**src/rtl/crc_check.sv**
```systemverilog
module crc_check #(
  parameter int CRC_W = 32,
  parameter int OFS_W = 8,
  parameter int IDX_W = 16
) (
  input  logic             clk,
  input  logic             rst_n,
  input  logic             in_valid,
  input  logic [7:0]       in_data,
  input  logic             in_last,
  input  logic [OFS_W-1:0] cfg_start,
  input  logic [IDX_W-1:0] cfg_end,
  input  logic [IDX_W-1:0] cfg_crc_pos,
  input  logic             cfg_poly_sel,
  input  logic             cfg_mirror,
  input  logic             cfg_invert,
  input  logic             cfg_tail,
  input  logic             cfg_stat_sel,
  input  logic [CRC_W-1:0] poly_a,
  input  logic [CRC_W-1:0] poly_b,
  input  logic             csum_ok,
  output logic             res_valid,
  output logic             res_pass,
  output logic             res_status
);
  localparam int NB = CRC_W / 8;

  logic             in_pkt;
  logic [IDX_W-1:0] idx_q, end_q, pos_q;
  logic [OFS_W-1:0] start_q;
  logic             tail_q, mir_q, inv_q, ssel_q;
  logic [CRC_W-1:0] poly_q, crc_q, rx_q;

  wire sop = in_valid & ~in_pkt;

  wire [IDX_W-1:0] idx_c   = sop ? '0 : idx_q;
  wire [IDX_W-1:0] start_c = IDX_W'(sop ? cfg_start : start_q);
  wire [IDX_W-1:0] end_c   = sop ? cfg_end : end_q;
  wire [IDX_W-1:0] pos_c   = sop ? cfg_crc_pos : pos_q;
  wire             tail_c  = sop ? cfg_tail : tail_q;
  wire             mir_c   = sop ? cfg_mirror : mir_q;
  wire             inv_c   = sop ? cfg_invert : inv_q;
  wire             ssel_c  = sop ? cfg_stat_sel : ssel_q;
  wire [CRC_W-1:0] poly_c  = sop ? (cfg_poly_sel ? poly_b : poly_a) : poly_q;
  wire [CRC_W-1:0] crc_c   = sop ? '1 : crc_q;
  wire [CRC_W-1:0] rx_c    = sop ? '0 : rx_q;

  wire in_rng = (idx_c >= start_c) && (tail_c ? !in_last : (idx_c <= end_c));
  wire [IDX_W:0] fld_off = {1'b0, idx_c} - {1'b0, pos_c};
  wire in_fld = (idx_c >= pos_c) && (fld_off < (IDX_W+1)'(NB));
  wire short_pkt = idx_c < start_c;

  logic [7:0] byte_m;
  always_comb
    for (int b = 0; b < 8; b++)
      byte_m[b] = mir_c ? in_data[7-b] : in_data[b];

  wire [7:0] feed = in_fld ? 8'h00 : byte_m;

  function automatic logic [CRC_W-1:0] crc_step(input logic [CRC_W-1:0] c,
                                                input logic [7:0] d,
                                                input logic [CRC_W-1:0] p);
    logic [CRC_W-1:0] r;
    r = c ^ (CRC_W'(d) << (CRC_W - 8));
    for (int i = 0; i < 8; i++)
      r = r[CRC_W-1] ? ((r << 1) ^ p) : (r << 1);
    return r;
  endfunction

  wire [CRC_W-1:0] crc_n = (in_valid && in_rng) ? crc_step(crc_c, feed, poly_c) : crc_c;

  logic [CRC_W-1:0] rx_n;
  always_comb begin
    rx_n = rx_c;
    for (int k = 0; k < NB; k++)
      if (in_valid && in_fld && fld_off == (IDX_W+1)'(k))
        rx_n[CRC_W-1-8*k -: 8] = in_data;
  end

  wire [CRC_W-1:0] fin  = inv_c ? ~crc_n : crc_n;
  wire             pass = (fin == rx_n) && !short_pkt;

  always_ff @(posedge clk) begin
    if (!rst_n) begin
      in_pkt     <= 1'b0;
      idx_q      <= '0;
      crc_q      <= '1;
      rx_q       <= '0;
      start_q    <= '0;
      end_q      <= '0;
      pos_q      <= '0;
      tail_q     <= 1'b0;
      mir_q      <= 1'b0;
      inv_q      <= 1'b0;
      ssel_q     <= 1'b0;
      poly_q     <= '0;
      res_valid  <= 1'b0;
      res_pass   <= 1'b0;
      res_status <= 1'b0;
    end else begin
      res_valid <= in_valid & in_last;
      if (in_valid) begin
        in_pkt <= ~in_last;
        idx_q  <= idx_c + 1'b1;
        crc_q  <= crc_n;
        rx_q   <= rx_n;
        if (in_last) begin
          res_pass   <= pass;
          res_status <= ssel_c ? pass : csum_ok;
        end
      end
      if (sop) begin
        start_q <= cfg_start;
        end_q   <= cfg_end;
        pos_q   <= cfg_crc_pos;
        tail_q  <= cfg_tail;
        mir_q   <= cfg_mirror;
        inv_q   <= cfg_invert;
        ssel_q  <= cfg_stat_sel;
        poly_q  <= cfg_poly_sel ? poly_b : poly_a;
      end
    end
  end


  res_after_last_chk: assert property (@(posedge clk) disable iff (!rst_n)
    res_valid |-> $past(in_valid && in_last));


  no_res_midpkt_chk: assert property (@(posedge clk) disable iff (!rst_n)
    (in_valid && !in_last) |=> !res_valid);


  csum_route_chk: assert property (@(posedge clk) disable iff (!rst_n)
    (in_valid && in_last && !ssel_c) |=> (res_status == $past(csum_ok)));


  short_fail_chk: assert property (@(posedge clk) disable iff (!rst_n)
    (in_valid && in_last && short_pkt) |=> !res_pass);


  idle_hold_chk: assert property (@(posedge clk) disable iff (!rst_n)
    !in_valid |=> ($stable(crc_q) && $stable(idx_q) && $stable(rx_q)));
endmodule

```
**config.mk**
```make
export PLATFORM = sky130hd
export DESIGN_NAME = crc_check
export DESIGN_NICKNAME = d
export VERILOG_FILES = /design/src/rtl/crc_check.sv
export SDC_FILE = /design/constraint.sdc
export NUM_CORES = 1
export LEC_CHECK = 0
export BUFFER_PORTS_ARGS = -buffer_cell sky130_fd_sc_hd__buf_4
export CELL_PAD_IN_SITES_DETAIL_PLACEMENT = 0
export CELL_PAD_IN_SITES_GLOBAL_PLACEMENT = 1
export CORE_ASPECT_RATIO = 1.1
export CORE_MARGIN = 10
export CORE_UTILIZATION = 45
export CTS_CLUSTER_SIZE = 25
export DETAILED_ROUTE_END_ITERATION = 10
export GPL_ROUTABILITY_DRIVEN = 1
export GPL_TIMING_DRIVEN = 1
export PLACE_DENSITY = 0.93
export SLEW_MARGIN = 20
export SYNTH_ARGS = -nofsm -noshare
export SYNTH_HDL_FRONTEND = slang
export SYNTH_SLANG_ARGS = --single-unit
```
**constraint.sdc**
```tcl
create_clock -name clk -period 12.85 [get_ports clk]
set_input_delay 0.6425 -clock clk [delete_from_list [all_inputs] [get_ports clk]]
set_output_delay 0.6425 -clock clk [all_outputs]
set_load 0.02 [all_outputs]
```
==> results by group, run 1 <==
STA
  • Setup TNS: 0 ns
  • RSZ-0062 raised after global routing: false
  • Final setup viols: 0
  • Slew margin rel.: 23.46%
  • Crit share post-route: 85.68%
  • Tightest Pin Transition: 1.148 ns
  • Period minus WS final: 11.01 ns
  • Skew final: 0.01623 ns
  • Final hold vios: 0
  • Fmax: 90.83 MHz
  • Slew Limit Fails: 0

Route
  • Vias/cell: 6.117
  • Drc violations: 0
  • Drt first-iter violations: 1588
  • Antenna Violating Nets Remaining: 0
  • Final WL: 57820 um
  • Routed wire per std cell: 22.14 um
  • Drt first pass iters: 6
  • Vias: 15971

Placement
  • Final GP Congestion: 0.9806
  • I/O Buffers: 124
  • Placed instance area: 17010 sq um
  • Post-DP HPWL: 42260 um

Logic synthesis
  • Post-synth top area cell: dfxtp_1
  • YS warnings: 0
  • Avg Synthesized Cell Area: 7.425 sq um
  • Commonest cells in the netlist: nor2_1, xnor2_1, nand2_1
  • Cells after Synth: 2120
  • Register bit total from synthesis: 160
  • Asr flop ratio synth: 0%
  • Synth Flop Type: dfxtp_1
  • Post-synthesis sequential area ratio: 20.35%
  • Synthesized Nets: 2272
  • Cell with the most instances after synthesis: nor2_1
  • Post-synth EDFFs: 0
  • Synth unique cells: 95
  • Synth top area share: 20.35%
  • Area contributors post-synth: dfxtp_1, xnor2_1, nor2_1
  • Synthesized area: 15740 sq um

Setup path
  • Critical Path Fanout Max: 59
  • WS Path Type: register to register
  • Top delay family on crit path: compound AO/OA/AOI/OAI gates
  • Slowest stage cell, crit path: a21oi_1
  • Crit path launch type: register
  • Crit-path max cell delay: 0.93 ns
  • Critical Path Stages: 26
  • Arrival time worst endpoint: 11.39 ns
  • Reg2Reg Depth: 26
  • Worst EP required: 13.23 ns
  • Critical Path End Type: register
  • CP Buf/Inv Count: 1

Clock tree
  • Post-CTS Setup Bufs: 0
  • Worst-Skew Late Latency: 0.47 ns
  • Root Buffer Master: clkbuf_16
  • CTS tree: built
  • TritonCTS Buffers: 17
  • Total number of H-tree levels: 4
  • CTS clk-pin slew, worst paths: 0.08 ns
  • Clock Tree Buf Depth: 2
  • Cts hold-fix bufs: 0
  • Cts repair resizes: 0
  • Clock Sinks: 160

Floorplanning
  • Io pins: 125
  • Initial Utilization: 45.79%
  • Die area: 42870 sq um
  • Rows: 71
  • Die Span Y: 216.2 um
  • Die Width: 198.3 um
  • Core footprint: 34380 sq um

Cells and area
  • Layout cells sized above 1: 12.15%
  • # nets final: 2311
  • Fin area: 17640 sq um
  • Final Util: 51.32%
  • Fillers: 3360
  • Area growth, synth to finish: 12.09%

GRT
  • Overflow after GRT: 0
  • Vias in the first global route: 15421
  • GR Util All Layers: 26.27%
  • Pin count of the biggest net entering global routing: 102
  • First-pass GRT wire length: 89370 um
  • Initial antenna violation count: 0

Status
  • Outcome: finished clean

Pwr
  • VDD IR max: 0.0001428 V
  • Pwr per Cell Area: 154.3 nW/um^2
  • Leak: 6.813 nW

Hold path
  • Min-delay worst type: input pin to register
  • Hold Path Cell Cnt: 3

Job
  • MaxCap Viol Count: 0
through the flow:
stage | instances | setup slack [ns] | total power [mW] | hold slack, ns
final | 2611 | 1.840 | 2.722 | 0.4551
after global routing | 2610 | 1.243 | 2.844 | 0.4639
after CTS | 2610 | 1.958 | 2.697 | 0.4397
after detailed placement | 2578 | 1.952 | 2.136 | 0.4618
after global placement | 2578 | 2.200 | 2.125 | 0.4570
after floorplan | 2120 | 1.415 | 1.756 | 0.4435
registers in the layout, indices dropped and copies added (netlist names):
signal and count:
start_q 8, ssel_q 1, res_status 1, rx_q 32, pos_q 16, res_valid 1
poly_q 32, mir_q 1, crc_q 32, in_pkt 1, idx_q 16, end_q 16
tail_q 1, inv_q 1, res_pass 1
final cells by class:
cell class,count,area (sq um),share of cell area [%]
multi-input cells,1775,11840,67.12
flip-flops and latches,160,3203,18.15
repair buffers,173,1299,7.361
well taps,438,548.0,3.106
clock buffers,17,425.4,2.411
clock inverters,15,203.9,1.156
inverters,32,120.1,0.6808
diodes,1,2.502,0.01418
cells by family after synthesis:
kind of cell | Yosys count | share of synthesized area (%)
compound gates | 470 | 20.21
xor+xnor | 307 | 18.52
fa+ha+maj | 35 | 2.703
buf+inv | 185 | 4.833
flops | 160 | 20.35
mux | 109 | 7.011
simple gates | 854 | 26.38
cell usage in the layout (no fill, tap or decap), types with 9 or more instances in the layout:
master and count:
o21a_1 20, nand2_1 174, a22o_1 10, nand3_1 33
nand4_1 24, mux2i_1 98, ha_1 30, nor4_1 14
a31oi_1 16, xnor3_1 14, a21oi_1 135, xor2_1 54
buf_4 173, clkbuf_16 17, a21o_1 10, nor3_1 73
a22oi_1 20, nor2b_1 106, mux2_2 10, inv_1 32
xnor2_1 232, or3_1 11, a21boi_0 13, nor2_1 294
o211ai_1 22, o21ai_0 79, o22ai_1 16, nand2b_1 22
and2_1 45, dfxtp_1 160, o32ai_1 9
report_power, final:
group / switching [mW] / internal (mW) / total (mW)
sequential: 0.0129 / 0.515 / 0.528
combinational: 0.958 / 0.679 / 1.64
clock: 0.289 / 0.269 / 0.558
final timing paths:
kind / start / endpoint / slack, ns
worst max-delay path: in_pkt / res_status / 1.84
worst min-delay path: cfg_start[1] / start_q[1] / 0.46
worst max register to register: in_pkt / res_status / 1.84
worst min register to register: start_q[1] / start_q[1] / 0.47
routing by layer:
layer / GRT usage (%) / vias up / share of wire [%]
li1: - / 7499 / -
met1: 31.34 / 7624 / 39
met2: 45.31 / 708 / 49
met3: 3.487 / 140 / 6.3
met4: 12.77 / 0 / 4.7
met5: 0 / - / 0
tightest hold or removal path, cell delays in order:
cell and delay [ns]:
buf_4 0.11, nand2_1 0.04, a21boi_0 0.06
No activity file was read; power rests on OpenSTA's default activity.
==> inputs of run 2 (changes only) <==
--- a/config.mk
+++ b/config.mk
@@ -11,11 +11,11 @@
 export CORE_ASPECT_RATIO = 1.1
 export CORE_MARGIN = 10
 export CORE_UTILIZATION = 45
-export CTS_CLUSTER_SIZE = 25
 export DETAILED_ROUTE_END_ITERATION = 10
 export GPL_ROUTABILITY_DRIVEN = 1
 export GPL_TIMING_DRIVEN = 1
-export PLACE_DENSITY = 0.93
+export PLACE_DENSITY_LB_ADDON = 0.15
+export SETUP_SLACK_MARGIN = 0.3
 export SLEW_MARGIN = 20
 export SYNTH_ARGS = -nofsm -noshare
 export SYNTH_HDL_FRONTEND = slang
==> run 2 against run 1 <==
Non-clock buffer count up 4. Largest power group unchanged. Register-to-register slack better by 0.44 ns. Die area unchanged. Critical path type unchanged. Global-route usage up 0.50 points. Routed wire length up 2.2%.
==> results by group, run 2 (synthesized netlist as in run 1, its figures left out) <==
Status
  • Outcome: finished clean (unchanged)

Cells and area
  • Biggest regs: crc_q: 32 flops, poly_q: 32 flops, rx_q: 32 flops (unchanged)
  • Fin area: 17620 sq um (was 17640 sq um)
  • Layout cells sized above 1: 12.45% (was 12.15%)
  • Final Non-Filler Cells: 2614 (was 2611)
  • Final Util: 51.25% (was 51.32%)
  • Most frequent cells in the layout: nor2_1, xnor2_1, buf_4 (was nor2_1, xnor2_1, nand2_1)
  • # nets final: 2315 (was 2311)
  • Area growth, synth to finish: 11.93% (was 12.09%)
  • Commonest non-fill, non-tap cell in the layout: nor2_1 (unchanged)
  • Fillers: 3435 (was 3360)
  • N_diodes: 0 (was 1)

Setup path
  • Crit path launch type: register (unchanged)
  • Worst EP required: 13.24 ns (was 13.23 ns)
  • Critical R2R Capture: res_status (unchanged)
  • Reg2reg start: in_pkt (unchanged)
  • Critical Path Fanout Max: 59 (unchanged)
  • Critical Path End Type: register (unchanged)
  • Worst R2R Setup Slack: 2.28 ns (was 1.84 ns)
  • Arrival time worst endpoint: 10.97 ns (was 11.39 ns)
  • Reg2Reg Depth: 26 (unchanged)
  • WS Path Type: register to register (unchanged)

Hold path
  • Hold Path Origin: cfg_end[2] (was cfg_start[1])
  • Hold EP: end_q[2] (was start_q[1])
  • Min-delay worst type: input pin to register (unchanged)
  • Hold Path Cell Cnt: 3 (unchanged)

STA
  • Crit share post-route: 82.29% (was 85.68%)
  • Tightest Pin Transition: 1.127 ns (was 1.148 ns)
  • Final setup viols: 0 (unchanged)
  • Fmax: 94.57 MHz (was 90.83 MHz)
  • Skew final: 0.01168 ns (was 0.01623 ns)
  • Setup TNS: 0 ns (unchanged)
  • Slew margin rel.: 24.84% (was 23.46%)
  • RSZ-0062 raised after global routing: false (unchanged)
  • Slew Limit Fails: 0 (unchanged)
  • Period minus WS final: 10.57 ns (was 11.01 ns)
  • Final hold vios: 0 (unchanged)

GRT
  • Vias in the first global route: 14815 (was 15421)
  • Pin count of the biggest net entering global routing: 85 (was 102)
  • Met1 usage: 32.18% (was 31.34%)
  • Most Crowded Layer GR: met2 (unchanged)
  • Overflow after GRT: 0 (unchanged)
  • GR Util All Layers: 26.77% (was 26.27%)
  • GR Util met2: 45.98% (was 45.31%)
  • Met3 Use GR: 4.030% (was 3.487%)
  • First-pass GRT wire length: 89670 um (was 89370 um)
  • Initial antenna violation count: 0 (unchanged)

Placement
  • Placed instance area: 17050 sq um (was 17010 sq um)
  • I/O Buffers: 124 (unchanged)
  • Final GP Congestion: 0.9325 (was 0.9806)
  • Placed cell count: 2582 (was 2578)
  • Post-DP HPWL: 43530 um (was 42260 um)

Route
  • Final WL: 59100 um (was 57820 um)
  • Drc violations: 0 (unchanged)
  • Drt first pass iters: 5 (was 6)
  • Vias: 15599 (was 15971)
  • Drt first-iter violations: 1152 (was 1588)
  • Routed wire per std cell: 22.61 um (was 22.14 um)
  • Antenna Violating Nets Remaining: 0 (unchanged)
  • Vias/cell: 5.967 (was 6.117)

Pwr
  • Leak: 6.804 nW (was 6.813 nW)
  • VDD IR max: 0.0001065 V (was 0.0001428 V)
  • Total Power: 2.679 mW (was 2.722 mW)
  • Pwr per Cell Area: 152.1 nW/um^2 (was 154.3 nW/um^2)

Clock tree
  • Cts hold-fix bufs: 0 (unchanged)
  • CTS clk-pin slew, worst paths: 0.08 ns (about the same)
  • Clock Sinks: 160 (unchanged)
  • Cts repair resizes: 0 (unchanged)
  • Root Buffer Master: clkbuf_16 (unchanged)
  • Worst-Skew Late Latency: 0.46 ns (was 0.47 ns)
  • CTS tree: built (unchanged)
  • Post-CTS Setup Bufs: 0 (unchanged)
  • TritonCTS Buffers: 17 (unchanged)
  • Total number of H-tree levels: 4 (unchanged)
  • Clock Tree Buf Depth: 2 (unchanged)

Job
  • MaxCap Viol Count: 0 (unchanged)

Floorplanning
  • Initial Utilization: 45.79% (unchanged)
  • Die area: 42870 sq um (unchanged)
  • Die Span Y: 216.2 um (unchanged)
  • Core footprint: 34380 sq um (unchanged)
  • Io pins: 125 (unchanged)
  • Rows: 71 (unchanged)
  • Die Width: 198.3 um (unchanged)
[run 2: worst max-delay path, cell delays in order, from the launching register on]
cell and delay, ns:
dfxtp_1 0.72, nand2b_4 0.75, mux2i_1 0.31, ha_1 0.41, nor4bb_1 0.22, a31oi_1 0.50, o21ai_0 0.30, or4_1 0.58
a32o_1 0.32, nor2_1 0.70, a21oi_1 0.29, xnor2_1 0.19, buf_4 0.21, a32oi_4 0.29, xor2_4 0.52, xnor3_1 0.54
xor2_1 0.23, or4_1 0.56, a22oi_2 0.27, o211ai_4 0.38, a21oi_2 0.34, xnor3_1 0.34, a211oi_1 0.23, nand4_1 0.13
o41ai_1 0.54, o2111ai_1 0.35, o21ai_1 0.21
[run 2: metal layers]
| layer | share of wire (%) | vias to the layer above |
|---|---|---|
| li1 | - | 7494 |
| met1 | 41 | 7422 |
| met2 | 49 | 558 |
| met3 | 5.7 | 125 |
| met4 | 4.3 | 0 |
| met5 | 0 | - |
[run 2: cell type report]
| type | instances | area, sq um | area share [%] |
|---|---|---|---|
| Timing Repair Buffer | 177 | 1329 | 7.542 |
| Tap cell | 438 | 548.0 | 3.110 |
| Multi-Input combinational cell | 1775 | 11850 | 67.25 |
| Clock buffer | 19 | 452.9 | 2.571 |
| Clock inverter | 13 | 117.6 | 0.6675 |
| Inverter | 32 | 120.1 | 0.6817 |
| Sequential cell | 160 | 3203 | 18.18 |
[run 2: worst max path at each step]
stage / startpoint / to / slack (ns) / depth (start not counted)
after floorplan: in_valid / res_status / 1.42 / 43
after global placement: in_valid / res_status / 2.48 / 27
after detailed placement: in_valid / res_status / 2.33 / 27
after CTS: in_pkt / res_status / 2.30 / 26
after global routing: in_pkt / res_status / 1.70 / 28
final: in_pkt / res_status / 2.28 / 26
[run 2: where the power goes]
| part | leakage [nW] | switching (mW) | internal [mW] | total, mW |
|---|---|---|---|---|
| combinational | 5.22 | 0.952 | 0.680 | 1.63 |
| clock | 0.276 | 0.254 | 0.265 | 0.519 |
| sequential | 1.30 | 0.0127 | 0.515 | 0.528 |
| total | 6.80 | 1.22 | 1.46 | 2.68 |
[run 2: per-stage QoR]
stage               hold slack, ns  worst slack (ns)
floorplan                   0.4435             1.415
global placement            0.4567             2.480
detailed placement          0.4710             2.326
CTS                         0.4485             2.302
global route                0.4693             1.700
finish                      0.4604             2.276
